$ cat config.mk
export PLATFORM = sky130hd
export DESIGN_NAME = bus_park_ctl
export DESIGN_NICKNAME = d
export VERILOG_FILES = /design/src/rtl/bus_park_pkg.sv /design/src/rtl/bpc_grant_sel.sv /design/src/rtl/bpc_req_ctl.sv /design/src/rtl/bpc_park_ctl.sv /design/src/rtl/bus_park_ctl.sv
export SDC_FILE = /design/constraint.sdc
export NUM_CORES = 1
export LEC_CHECK = 0
export BUFFER_PORTS_ARGS = -buffer_cell sky130_fd_sc_hd__buf_4
export CAP_MARGIN = 20
export CORE_AREA = 2 2 39 41
export DETAILED_ROUTE_END_ITERATION = 7
export DIE_AREA = 0 0 41 43
export RECOVER_POWER = 100
export SYNTH_ARGS = -nofsm -noshare
export SYNTH_HDL_FRONTEND = slang
export SYNTH_SLANG_ARGS = --single-unit
$ cat constraint.sdc
create_clock -name clk -period 1.1 [get_ports clk]
set_clock_uncertainty 0.05 [all_clocks]
set_input_delay 0.11 -clock clk [delete_from_list [all_inputs] [get_ports clk]]
set_output_delay 0.11 -clock clk [all_outputs]
set_load 0.1 [all_outputs]
$ cat src/rtl/bus_park_pkg.sv
package bus_park_pkg;

    // Driver enables for the parked bus.
    typedef struct packed {
        logic ad;   // address/data + command/byte-enable group
        logic par;  // parity line
    } drv_en_t;

    localparam drv_en_t DRV_OFF = '{ad: 1'b0, par: 1'b0};

    // Effective (active-high) grant taken from the pin chosen by the strap.
    function automatic logic pick_grant(input logic ext_mode,
                                        input logic gnt_n,
                                        input logic alt_gnt_n);
        return ext_mode ? ~alt_gnt_n : ~gnt_n;
    endfunction

endpackage

$ cat src/rtl/bpc_grant_sel.sv
module bpc_grant_sel
    import bus_park_pkg::*;
(
    input  logic clk,
    input  logic rst,
    input  logic ext_arb_i,
    input  logic gnt_n_i,
    input  logic alt_gnt_n_i,
    input  logic req_i,
    output logic granted_o,
    output logic req_n_o,
    output logic alt_req_n_o
);

    assign granted_o   = pick_grant(ext_arb_i, gnt_n_i, alt_gnt_n_i);
    assign req_n_o     = ext_arb_i ? 1'b1 : ~req_i;
    assign alt_req_n_o = ext_arb_i ? ~req_i : 1'b1;

    // Only one request pin can ever be active.
    assert_one_req_pin_R10: assert property (@(posedge clk) disable iff (rst)
        (req_n_o || alt_req_n_o));

    // In external mode the normal grant pin never makes the port granted.
    assert_ext_grant_src_R10: assert property (@(posedge clk) disable iff (rst)
        (ext_arb_i && alt_gnt_n_i) |-> !granted_o);

endmodule

$ cat src/rtl/bpc_req_ctl.sv
module bpc_req_ctl (
    input  logic clk,
    input  logic rst,
    input  logic granted_i,
    input  logic idle_i,
    input  logic pend_i,
    output logic req_o,
    output logic frame_go_o
);

    logic req_q;
    logic frame_q;
    logic done_q;
    logic start_d;

    // A start needs ownership, an idle bus and work not yet started.
    assign start_d = granted_i && idle_i && pend_i && !done_q;

    always_ff @(posedge clk) begin
        if (rst) begin
            req_q   <= 1'b0;
            frame_q <= 1'b0;
            done_q  <= 1'b0;
        end else begin
            req_q   <= pend_i && !done_q && !start_d;
            frame_q <= start_d;
            done_q  <= pend_i && (done_q || start_d);
        end
    end

    assign req_o      = req_q;
    assign frame_go_o = frame_q;

    // Start pulse lasts a single clock.
    assert_frame_one_clk_R11: assert property (@(posedge clk) disable iff (rst)
        frame_q |=> !frame_q);

    // Without ownership there is no start on the following clock.
    assert_start_needs_grant_R3: assert property (@(posedge clk) disable iff (rst)
        !granted_i |=> !frame_q);

    // Request is never held in the clock the start is issued.
    assert_req_drops_on_start_R3: assert property (@(posedge clk) disable iff (rst)
        frame_q |-> !req_q);

    // A lost grant keeps a pending request alive.
    assert_req_held_R4: assert property (@(posedge clk) disable iff (rst)
        (req_q && pend_i && !granted_i) |=> req_q);

endmodule

$ cat src/rtl/bpc_park_ctl.sv
module bpc_park_ctl
    import bus_park_pkg::*;
(
    input  logic    clk,
    input  logic    rst,
    input  logic    granted_i,
    input  logic    idle_i,
    input  logic    req_i,
    output drv_en_t drv_o
);

    drv_en_t drv_q;
    logic    park_ok;

    assign park_ok = granted_i && !req_i && idle_i;

    always_ff @(posedge clk) begin
        if (rst) begin
            drv_q <= DRV_OFF;
        end else begin
            drv_q.ad  <= park_ok;
            drv_q.par <= park_ok && drv_q.ad;
        end
    end

    assign drv_o = drv_q;

    // Parity never driven without the address/data group.
    assert_par_needs_ad_R6: assert property (@(posedge clk) disable iff (rst)
        drv_q.par |-> drv_q.ad);

    // Address/data comes up a clock before parity.
    assert_ad_leads_par_R6: assert property (@(posedge clk) disable iff (rst)
        $rose(drv_q.ad) |-> !drv_q.par);

    // Grant loss releases every driver on the next clock.
    assert_release_R7: assert property (@(posedge clk) disable iff (rst)
        !granted_i |=> (drv_q == DRV_OFF));

    // Own request or busy bus blocks parking.
    assert_no_park_R8: assert property (@(posedge clk) disable iff (rst)
        (req_i || !idle_i) |=> !drv_q.ad);

endmodule

$ cat src/rtl/bus_park_ctl.sv
module bus_park_ctl
    import bus_park_pkg::*;
(
    input  logic clk,
    input  logic rst,
    input  logic ext_arb_i,
    input  logic pend_i,
    input  logic gnt_n_i,
    input  logic alt_gnt_n_i,
    input  logic idle_i,
    output logic req_n_o,
    output logic alt_req_n_o,
    output logic ad_oe_o,
    output logic par_oe_o,
    output logic frame_go_o
);

    logic    granted;
    logic    req;
    drv_en_t drv;

    bpc_grant_sel u_grant_sel (
        .clk         (clk),
        .rst         (rst),
        .ext_arb_i   (ext_arb_i),
        .gnt_n_i     (gnt_n_i),
        .alt_gnt_n_i (alt_gnt_n_i),
        .req_i       (req),
        .granted_o   (granted),
        .req_n_o     (req_n_o),
        .alt_req_n_o (alt_req_n_o)
    );

    bpc_req_ctl u_req_ctl (
        .clk        (clk),
        .rst        (rst),
        .granted_i  (granted),
        .idle_i     (idle_i),
        .pend_i     (pend_i),
        .req_o      (req),
        .frame_go_o (frame_go_o)
    );

    bpc_park_ctl u_park_ctl (
        .clk       (clk),
        .rst       (rst),
        .granted_i (granted),
        .idle_i    (idle_i),
        .req_i     (req),
        .drv_o     (drv)
    );

    assign ad_oe_o  = drv.ad;
    assign par_oe_o = drv.par;

    // First clock out of reset shows everything released.
    assert_reset_state_R1: assert property (@(posedge clk)
        $fell(rst) |-> (req_n_o && alt_req_n_o && !ad_oe_o && !par_oe_o && !frame_go_o));

endmodule

# Word level (Yosys, flattened, before mapping)
# Index checks and enable logic that the tools add are counted.
[word_totals]
reg_bits = 5
[classes]
n_mux = 3
n_bitwise = 3
n_reduce_logical = 13
[ops]
columns = ["cell", "count"]
rows = [
  ["logical AND 1 bit", 9],
  ["logical NOT 1 bit", 3],
  ["2-to-1 mux 1 bit", 3],
  ["NOT 1 bit", 3],
  ["logical OR 1 bit", 1],
]

# Logic depth before layout (Yosys ltp)
# Gate-level depths: netlist of run 1.
[logic_depth]
word_depth = 7
depth_mapped = 2

# Modules after synthesis
# A second synthesis of run 1 with hierarchy kept.
[hier_totals]
hier_cells = 16
area_unflattened_um2 = 176.4
[modules_own_cells]
columns = ["mod", "n_inst", "cells_per_inst", "area_per_inst_um2", "seq_area_each_um2"]
rows = [
  ["bpc_req_ctl", 1, 9, 97.6, 60.1],
  ["bpc_park_ctl", 1, 4, 58.8, 40.0],
  ["bpc_grant_sel", 1, 3, 20.0, 0.0],
]

# Least setup slack after synthesis of run 1
# Ideal clock, no wire load.
[synth_path]
kind = "register to register"
startpoint = "reg u_park_ctl.drv_q, in the netlist u_park_ctl.drv_o[1]"
endpoint = "reg u_park_ctl.drv_q, in the netlist u_park_ctl.drv_o[0]"
arrival_time_ns = 1.217
required_ns = 0.986
path_slack_ns = -0.231
path_stages_with_launch = 2
n_path_buf = 0
period_less_slack_ns = 1.331
cell_sequence = "dfxtp_1 -> and4_1"
[synth_via]
elab_chain_cells = 1
[synth_lines]
columns = ["element", "line_no", "source"]
rows = [
  ["start: declaration", "bpc_park_ctl.sv:12", "drv_en_t drv_q;"],
  ["logical AND 1 bit", "bpc_park_ctl.sv:22", "drv_q.par <= park_ok && drv_q.ad;"],
]
# No other way between the ends.
# A chain may end at the register's enable or synchronous reset.

# Worst setup path in the final report of run 1
[layout_path]
startpoint = "reg u_park_ctl.drv_q, in the netlist u_park_ctl.drv_o[1]"
endpoint = "out ad_oe_o"
[layout_rtl]
columns = ["element", "line_no", "source"]
rows = [
  ["end: declaration", "bus_park_ctl.sv:13", "output logic ad_oe_o,"],
]
# No word-level cell between the ends.

==> results.txt, run 1 <==
The routability congestion estimate from global placement came out at 0.562. The maximum operating frequency is around 970 MHz. Counting every net in the synthesized netlist gives 25. The pin slew with the least headroom to its limit came out at 0.301 ns. The final count of hold timing violations is 0.

The depth of the worst register-to-register path came out at 2. The met1 wire length is 171 um. The reg-to-reg setup timing slack came out at around 0.09 ns. The latest clock arrival within the worst-skew pair is about 0.24 ns. The routed via count divided by cell count came out at 3.88. The routed wire length on met3 is approximately 70 um.

The worst slew margin relative to its limit came out at 80.1%. By area, the combinational part of the netlist is dominated by simple AND/OR/NAND/NOR gates. The worst hold path begins at idle_i. After clock tree synthesis, the clock-pin slew on the worst setup and hold paths is 0.05 ns. The I/O pin count is 12.

The number of nets in the finished design is 41. The initial antenna violation count came to 0. The count of TritonRoute iterations in the first routing pass is 4.

The run finished with clean final reports. Measured along the x axis, the die boundary spans around 41 um. The xor and xnor fraction of the mapped netlist area is 0%. In the finished design, the share of the clock period the worst path needs comes to a little over nine tenths. The half-perimeter wire length of the detailed placement result came out at 338 um. The routed wire length on met2 is 169 um. Measured against the total synthesized area, the mux share comes to 10.8%. Setup repair after global routing left no endpoint under its margin. The clock tree from TritonCTS is built. The layout cell share with drive strength beyond 1 is 54.5%. For this run, asynchronously set or reset flops after synthesis account for 0%.

Data arrives at the worst endpoint at between 0.8 and 0.9 ns. The number of cells produced by synthesis is 18. The number of buffers added on ports came out at 11. The leakage dissipation is 0.146 nW. Setup violations remaining at the end of the flow were counted as 0. The critical path starts at u_park_ctl.drv_o[1]. The delay contributed by the slowest stage of the critical path came out at approximately 0.32 ns.

The count of pins over their slew limit is 0. The synthesis warning total came out at 0. 0 antenna diodes ended up in the layout.

At the worst endpoint, the required time is 0.94 ns. The synthesized-area fraction occupied by ao, oa, aoi and oai cells came out at 5.10%. In the final routed layout, each cell accounts on average for 8.37 um. Together, buffers and inverters on the worst path number 1. Detailed routing inserted a total of 190 vias. The critical path's slowest cell is sky130_fd_sc_hd__dfxtp_2.

After floorplanning, the core was divided into 14 placement rows. The final routed DRC violation total came out at 0. The sink count of the clock tree is 5. The floorplan step defined a die boundary enclosing around 1800 um^2. By startpoint and endpoint, the worst setup path is classified as reg -> out. The launch point of the worst reg-to-reg path is u_req_ctl.done_q. Walking the worst path, the cells encountered are clkbuf_4.

For this run, the total global-route usage over all layers was measured as 6.93%. The wire length of the first global-routing pass came out at 703 um. The number of clock buffers inserted by TritonCTS is 3.

The kind of cell adding the most delay to the critical path is flip-flops. The synthesized design spends more area on one cell type than any other, namely sky130_fd_sc_hd__dfxtp_1. The end point of the worst hold path is u_req_ctl.req_o. The worst setup path is launched from a register.

The share of synthesized cell area in full adder, half adder and majority cells is 0%. In this run the worst hold path is classified as in -> reg. The synthesized cell area came out at 196 um^2. The maximum root-to-sink buffer count is 2. The share of the synthesized area in the top cell type came out at 51.0%. The number of different library cells in the post-synthesis netlist came out at 13. Dividing total power by cell area gives a power density of 1510 nW/um^2. CTS built an H-tree with a depth of 1.

Synthesis inferred 5 register bits. Across the run, the number of max-cap violations was 0. The residual overflow from global routing came out at 0. The average instance in the mapped netlist occupies approximately 11 um^2. The basic-gate share of the synthesized area counting and, or, nand and nor cells is 33.1%. The largest driver fanout on the critical path came out at 2. Of the synthesized area, sequential elements account for 51.0%. Routed signal wires occupy layers up through met3. Ranked by total cell area, the synthesized netlist is headed by sky130_fd_sc_hd__dfxtp_1 (51%), sky130_fd_sc_hd__nand3b_1 (7.6%), sky130_fd_sc_hd__nor3b_2 (6.4%). After detailed routing, the total wire length is 410 um. Among all flip-flop cells after synthesis, the most frequent one is sky130_fd_sc_hd__dfxtp_1. Entering global routing, the biggest net connects 6 pins. In this run, the number of DRC markers left after iteration 0 of detailed routing was 2. The clock tree root buffer cell is sky130_fd_sc_hd__clkbuf_4. Buffers inserted to repair hold after CTS numbered 0. The final setup TNS is 0 ns. The destination of the worst register-to-register timing path is u_req_ctl.frame_go_o.

Measured on the finished design, the core utilization comes to 24.1%. The number of global-route vias before repair is 182. The commonest cells after synthesis are sky130_fd_sc_hd__dfxtp_1 (5), sky130_fd_sc_hd__nand3b_1 (2).

The number of synthesized flops with an enable pin is 0. VDD sags by at most 0.687 mV. The shortest clock period the worst path allows after layout is 1.04 ns. The core area is 1380 um^2. The initial utilization of the core area, before any placement, comes to 14.2%.

The area overhead of the layout relative to synthesis came out at 70.1%. The chip height came out at approximately 43 um. The post-detailed-route count of antenna-violating nets came out at 0. By instance count, the leading cell after synthesis is sky130_fd_sc_hd__dfxtp_1. STA classifies the critical path endpoint as an output port. Along the worst hold path, the cell count comes to 2.
-- through the flow --
stage | instances | cell area [um^2] | power (mW) | hold WS (ns) | worst slack, ns
6_report | 49 | 334 | 0.504 | 0.0230 | 0.0645
5_1_grt | 49 | 334 | 0.542 | 0.0284 | 0.0150
4_1_cts | 49 | 332 | 0.518 | 0.00910 | 0.00565
3_5_place_dp | 45 | 305 | 0.294 | 0.274 | 0.128
3_3_place_gp | 45 | 305 | 0.294 | 0.275 | 0.152
2_1_floorplan | 18 | 203 | 0.259 | 0.151 | 0.0310
-- registers in the layout (all words and copies together), names as in the netlist --
signal	flops
u_req_ctl.done_q	1
u_req_ctl.req_o	1
u_req_ctl.frame_go_o	1
u_park_ctl.drv_o	2
-- routing by layer --
layer	track usage (%)	up-vias
met4	2.00	0
met3	9.42	0
met1	7.07	84
met5	0	-
li1	-	95
met2	8.13	11
-- placed cells by master (no fill, tap or decap), types with 2 or more instances in the layout --
master,netlist,final
sky130_fd_sc_hd__buf_4,0,7
sky130_fd_sc_hd__clkbuf_4,0,5
sky130_fd_sc_hd__buf_6,0,2
sky130_fd_sc_hd__dfxtp_1,5,4
sky130_fd_sc_hd__nand3b_1,2,2
-- worst max path at each step --
stage / to / slack (ns) / depth (start not counted)
finish: ad_oe_o / 0.06 / 1
floorplan: frame_go_o / 0.03 / 0
global route: req_n_o / 0.01 / 2
CTS: req_n_o / 0.006 / 2
detailed placement: u_req_ctl.frame_go_o / 0.13 / 2
global placement: u_req_ctl.frame_go_o / 0.15 / 2
-- cells by family (layout without fill, tap and decap cells) --
| group | Yosys count | count (layout) |
|---|---|---|
| simple gates | 9 | 9 |
| flops | 5 | 5 |
| compound gates | 2 | 2 |
| mux | 2 | 2 |
| buf+inv | 0 | 15 |
-- power breakdown --
part	switching (mW)	internal (mW)
clock network	0.0760	0.137
registers	0.00392	0.189
logic	0.0624	0.0352
-- final cells by class --
type | count | area, um^2
fillers | 162 | 1050
flip-flops and latches | 5 | 101
multi-input cells | 13 | 96.3
repair buffers | 11 | 90.1
clock buffers | 4 | 26.3
well taps | 16 | 20.0
-- what timing repair did --
| item | CTS | global route |
|---|---|---|
| gates resized for setup | 0 | 2 |
| setup buffers | 0 | 0 |
| endpoints found under the hold margin | 0 | 0 |
| endpoints found under the setup margin | 0 | 2 |
No activity file was read; power rests on OpenSTA's default activity.
==> run 2, diff against run 1 <==
==> constraint.sdc (replaced) <==
create_clock -name clk -period 0.89 [get_ports clk]
set_clock_uncertainty 0.05 [all_clocks]
set_input_delay 0.089 -clock clk [delete_from_list [all_inputs] [get_ports clk]]
set_output_delay 0.089 -clock clk [all_outputs]
set_load 0.1 [all_outputs]
==> run 2 against run 1 <==
  * The run now ends with negative setup slack left
  * Sequential share of layout area is 6.0 points lower
  * Die area stayed put
  * Worst hold slack better by 0.041 ns
  * Sequential cell count stayed put
  * Cell area is 32% higher
  * Highest routed layer unchanged
==> results.txt, run 2 (synthesis results as in run 1) <==
The number of global-route vias before repair came out at 209. After detailed routing, the number of vias per cell comes to approximately 3.8. The critical path starts at u_req_ctl.done_q. The initial antenna violation count is 0. The total power draw is 659 uW.

The worst setup slack after layout is -0.0892 ns. Measured along the x axis, the die boundary spans 41 um. The die footprint came out at between 1500 and 2000 um^2. Before antenna repair, the detailed router went through 3 iterations.

The hold slack is 0.0637 ns. The congestion estimate from routability-driven global placement came to 0.597. The number of nets in the finished design is 44. The effective utilization at floorplan came out at about 14%. The clock tree root buffer cell is sky130_fd_sc_hd__clkbuf_4.

The area overhead of the layout relative to synthesis came out at 125%. Data on the critical path is required at its endpoint by 1.00 ns. The number of H-tree levels is 1. The worst vdd rail ir drop came out at 0.749 mV. The worst slew margin relative to its limit came out at 82.1%. The worst register-to-register path has a setup slack of -0.09 ns.

The pin slew with the least headroom to its limit came out at 0.261 ns. The count of max-cap constraint violations is 0. Data arrives at the worst endpoint at 1.09 ns.

The setup-violating endpoint count in the final report is 5. The routed design could run at a clock period as short as between 0.9 and 1 ns. The type of the most critical hold path is in -> reg. The final reports fail on negative setup slack.

The detail route stage leaves a number of antenna-violating nets equal to 0. During placement, the flow inserted port buffers numbering 11. The category of the most critical setup path is reg -> reg. The maximum operating frequency is 1020 MHz. The routed layout has about 200 vias.

STA classifies the critical path startpoint as a register. The maximum number of pins on one net before global-route repair is 6. The floorplan step set the die height to 43 um. The region available for standard cell placement spans 1380 um^2. The library cells used most frequently in the layout, excluding fill and tap cells, are sky130_fd_sc_hd__buf_4 (7), sky130_fd_sc_hd__buf_12 (5), sky130_fd_sc_hd__clkbuf_4 (3), sky130_fd_sc_hd__dfxtp_2 (3), sky130_fd_sc_hd__nand3b_1 (2). The critical path capture point type is a register.

The number of flip-flops under the largest register name came out at 2. The repair_antennas step left the layout with diodes totalling 0. The residual overflow from global routing is 0. The largest driver fanout on the critical path came out at 2.

The run finished, with violations left. The worst register-to-register path begins at u_req_ctl.done_q. In the finished design, the share of the clock period the worst path needs comes to 110%. Setup repair after global routing could not meet its margin everywhere. The power per cell area is around 1500 nW/um^2.

The starting DRC count in detailed routing is 4. The count of pins over their slew limit came out at 0. The overall routing resource usage came out at 7.55%.

The half-perimeter wire length of the detailed placement result is 345 um. The layout cell share with drive strength beyond 1 is 75.0%. The latest clock arrival within the worst-skew pair came out at between 0.2 and 0.25 ns.

The final core utilization is roughly a third. The final routed DRC violation total is 0. The I/O pin count is 12. The end point of the critical path is u_req_ctl.frame_go_o.

The maximum root-to-sink buffer count came out at 2. The leakage dissipation came out at 0.194 nW. The depth of the worst register-to-register path came out at 2. TritonCTS built the clock tree.

The endpoint identified for the worst register-to-register timing path is u_req_ctl.frame_go_o. The library cell used most frequently in the layout, excluding fill and tap cells, is sky130_fd_sc_hd__buf_4. The row count came out at 14. Buffers inserted during clock tree synthesis total 3. The routed design has 449 um of wire.

The wire length of the first global-routing pass is 779 um. Clock-pin slew was measured on the worst setup and hold paths at about 0.040 ns. The final count of hold timing violations came out at 0. The routed length per placed instance came out at ~8.6 um. The clock drives 5 sinks.
-- run 2: area by class of cell --
cell class,instances,area [um^2]
repair buffers,14,168
well taps,16,20.0
fillers,157,942
multi-input cells,13,120
flip-flops and latches,5,108
clock buffers,4,26.3
-- run 2: metal layers --
layer | global-route usage, % | routed length [um] | part of all wire (%) | up-vias
li1 | - | - | - | 103
met1 | 7.44 | 181 | 40 | 87
met2 | 8.75 | 220 | 49 | 9
met3 | 9.42 | 47 | 10 | 0
met4 | 4.00 | 0 | 0 | 0
met5 | 0 | 0 | 0 | -
-- run 2: per-stage QoR --
| stage | cells | cell area (um^2) | TNS, ns | setup WS [ns] |
|---|---|---|---|---|
| 2_1_floorplan | 18 | 205 | -0.145 | -0.115 |
| 3_3_place_gp | 46 | 315 | -0.0426 | -0.0372 |
| 3_5_place_dp | 46 | 315 | -0.0969 | -0.0827 |
| 4_1_cts | 52 | 425 | -0.310 | -0.0921 |
| 5_1_grt | 52 | 442 | -0.491 | -0.119 |
| 6_report | 52 | 442 | -0.273 | -0.0892 |
-- run 2: how the worst min path moves through the flow --
| stage | from | to | cells after the start |
|---|---|---|---|
| after floorplan | idle_i | u_req_ctl.req_o | 1 |
| after global placement | idle_i | u_req_ctl.req_o | 2 |
| after detailed placement | idle_i | u_req_ctl.req_o | 2 |
| after CTS | pend_i | u_req_ctl.done_q | 3 |
| after global routing | pend_i | u_req_ctl.done_q | 3 |
| final | pend_i | u_req_ctl.done_q | 3 |
-- run 2: where the power goes --
| group | total (mW) | switching (mW) | leakage [nW] | internal (mW) |
|---|---|---|---|---|
| logic | 0.159 | 0.0848 | 0.137 | 0.0737 |
| clock network | 0.258 | 0.0889 | 0.0150 | 0.169 |
| registers | 0.243 | 0.00924 | 0.0428 | 0.233 |
| total | 0.659 | 0.183 | 0.194 | 0.476 |
-- run 2: repair_timing --
| action | in CTS | in global routing |
|---|---|---|
| gates resized for setup | 17 | 5 |
| pin swaps | 1 | 1 |
| setup endpoints to repair | 7 | 7 |
| endpoints found under the hold margin | 1 | 0 |
| hold buffers | 1 | 0 |
| setup buffers | 1 | 0 |
-- run 2: critical path, stage by stage (launching register included) --
cell and delay, ns:
sky130_fd_sc_hd__dfxtp_1 0.30, sky130_fd_sc_hd__or3b_4 0.38, sky130_fd_sc_hd__nor3b_2 0.16
==> run 3, diff against run 2 <==
--- a/config.mk
+++ b/config.mk
@@ -7,9 +7,12 @@
 export LEC_CHECK = 0
 export BUFFER_PORTS_ARGS = -buffer_cell sky130_fd_sc_hd__buf_4
 export CAP_MARGIN = 20
+export CELL_PAD_IN_SITES_DETAIL_PLACEMENT = 1
+export CELL_PAD_IN_SITES_GLOBAL_PLACEMENT = 2
 export CORE_AREA = 2 2 39 41
 export DETAILED_ROUTE_END_ITERATION = 7
 export DIE_AREA = 0 0 41 43
+export PLACE_DENSITY_LB_ADDON = 0.1
 export RECOVER_POWER = 100
 export SYNTH_ARGS = -nofsm -noshare
 export SYNTH_HDL_FRONTEND = slang
==> run 3 against run 2 <==
  * The flow still finishes with violations (negative setup slack)
  * Non-clock buffer count down 1
  * Die area unchanged
  * Utilization down 0.63 points
  * Cell area down 2.0%
  * First-iteration DRC count down 75%
  * Maximum frequency up 0.32%
  * Critical path depth unchanged
  * Combinational power down 3%
  * Worst hold slack better by 0.0098 ns
  * Sequential power about the same
  * Highest routed layer unchanged
==> results.txt, run 3 (synthesis results as in run 1) <==
The run finished, with violations left. The final reports fail on negative setup slack. Global routing used 7.34% of the available tracks across all layers.

Row generation in the floorplan step produced 14 rows. The min-delay analysis places its worst path in the category in -> reg. In this run the worst path has a maximum fanout of 3. The shortest clock period the worst path allows after layout is 0.976 ns. The tree is rooted in a sky130_fd_sc_hd__clkbuf_4. The initial antenna violation count was 0. The number of setup buffers added after CTS is 0. The signal arrival time at the worst endpoint came out at 0.84 ns.

The area overhead of the layout relative to synthesis came out at 120%. The depth of the worst register-to-register path is 2. Summing internal, switching and leakage power gives 659 uW. The latest clock arrival within the worst-skew pair came out at 0.24 ns. The number of buffers added on ports is 11.

TritonCTS built the clock tree. The wire length of the first global-routing pass is 807 um. After routing the design area is 433 um^2. After the flow finishes, the layout carries non-filler instances totaling around 50.

Dividing the detail-routed via count by the number of cells gives 3.88. The worst setup slack after layout is -0.0861 ns. The count of nets left with antenna violations once routing finished came out at 0.

The vias after detailed routing came out at ~200. Grouping stages by cell kind, the critical path spends the most delay in flip-flops. The maximum root-to-sink buffer count came out at 2. CTS saw 5 sinks. The number of cells on the worst hold path came out at 3.

The count of pins over their slew limit is 0. The area of combinational cells with multiple inputs is 118 um^2. The critical path's slowest cell is sky130_fd_sc_hd__dfxtp_4. The period utilization is 110%. Setup repair after global routing could not meet its margin everywhere. Summing all placed instances gives a cell area of 315 um^2. Global routing used 3.14% of the available met3 tracks. The library cell used most frequently in the layout, excluding fill and tap cells, is sky130_fd_sc_hd__buf_4. The first detailed-routing pass took 2 iterations.

The setup-violating endpoint count in the final report is 4. The I/O pin count came out at 12. The number of placed instances with taps included is between 40 and 50. Dividing total power by cell area gives a power density of 1520 nW/um^2. The CTS clock-pin slew for the worst setup and hold paths came out at ~0.05 ns. OpenSTA, run right after detailed placement, puts the worst setup slack at -0.0734 ns.

For the final routed database, the setup TNS stands at -0.265 ns. The half-perimeter wire length of the detailed placement result came out at 422 um. The pin slew with the least headroom to its limit is 0.288 ns. The wire length after detailed routing is 505 um. The cell depth of the worst setup path came out at 2. The count of max-cap constraint violations came out at 0. The net count of the finished layout is 43. The leakage dissipation is roughly 0.19 nW. The combinational cell fraction of total power came out at 23.6%. In the layout the commonest cells are sky130_fd_sc_hd__buf_4 (6), sky130_fd_sc_hd__buf_12 (5), sky130_fd_sc_hd__dfxtp_2 (4). The number of antenna diodes in the final layout is 0. The fraction of power spent switching nets came out at approximately 28%.

The hold slack is 0.0735 ns. The maximum number of pins on one net before global-route repair is 6. The die footprint is 1760 um^2. Once the floorplan was initialized, standard cells occupied 14.2% of the core.

The routed length per placed instance came out at 9.90 um. The most utilized layer in the global route result is met2. At the end of routability-driven placement, the weighted congestion stood at around 0.66. The number of flip-flops under the largest register name came out at 2.

The required time at the endpoint of the critical path is 0.75 ns. Counting both buffers and inverters, the worst setup path holds a total of 1. The maximum operating frequency came out at 1020 MHz. The delay contributed by the slowest stage of the critical path is 0.36 ns.

The category of the worst setup path launch point is a register. Measured on the finished design, the core utilization comes to a little under a third. The residual overflow from global routing is 0. The worst slew margin relative to its limit is 80.2%. The fill cell total of the finished layout came out at 160.

The clock share of power came out at 39.6%. Walking the worst path, the cells encountered are nand2b_4, buf_12. The die width came out at 41 um. The worst vdd rail ir drop came out at 0.560 mV.

Buffers inserted during clock tree synthesis total 3. In this run the number of H-tree levels came out at 1. Of the total power, registers draw 36.8%. The number of global-route vias before repair came out at 206.

The sequential cell area is around 110 um^2. The critical path capture point type is an output port. The chip height came out at 43 um.

The final count of hold timing violations was 0. The global routing met2 resource utilization is 10.0%. For this block, the initial DRC count from the detailed router was 1. The core area came out at 1380 um^2.

For this run, design rule violations remaining after detail routing come to 0. The critical path is of the reg -> out type. The net switching power figure is 186 uW.

The internal power summed over all cells is 474 uW. The global routing met1 resource utilization is under 10%. The layout cell share with drive strength beyond 1 is 74.3%.
[run 3: cell count changes in the layout (fill, tap and decap cells not counted)]
cell                      before  now
sky130_fd_sc_hd__buf_4         7    6
sky130_fd_sc_hd__dfxtp_2       3    4
sky130_fd_sc_hd__nor2_2        1    0
sky130_fd_sc_hd__nor2_1        0    1
sky130_fd_sc_hd__dfxtp_1       1    0
[run 3: power by group through the flow]
| stage | sequential, mW | clock (mW) | combinational [mW] |
|---|---|---|---|
| 5_1_grt | 0.243 | 0.294 | 0.164 |
| 2_1_floorplan | 0.271 | 0 | 0.0503 |
| 4_1_cts | 0.242 | 0.277 | 0.155 |
| 3_3_place_gp | 0.243 | 0 | 0.125 |
| 6_report | 0.243 | 0.261 | 0.155 |
| 3_5_place_dp | 0.243 | 0 | 0.126 |
[run 3: worst min-delay path: cells and delay by family]
kind                   cells  cell delay, ns
and+or+nand+nor            1            0.07
AOI/OAI and AO/OA          1            0.07
buffers and inverters      1            0.09
[run 3: routing by layer]
metal / vias up / routed length [um]
li1: 99 / -
met1: 92 / 204
met2: 7 / 271
met3: 0 / 29
met4: 0 / 0
met5: - / 0
[run 3: final timing paths]
kind                         start  slack, ns                   end
setup / recovery   u_req_ctl.req_o      -0.09               req_n_o
hold / removal              pend_i       0.07      u_req_ctl.done_q
setup reg to reg  u_req_ctl.done_q      -0.07  u_req_ctl.frame_go_o
hold reg to reg   u_req_ctl.done_q       0.45      u_req_ctl.done_q
[run 3: repair_timing]
action	CTS	global route
resized for setup	18	4
hold buffers	1	0
setup endpoints to repair	7	7
endpoints found under the hold margin	1	0
pin swaps	0	1
[run 3: final cells by class]
type	instances	share of cell area, %
clock buffer	4	6.07
multi-input combinational	13	27.2
sequential	5	25.1
tap	16	4.62
timing repair buffer	13	37.0
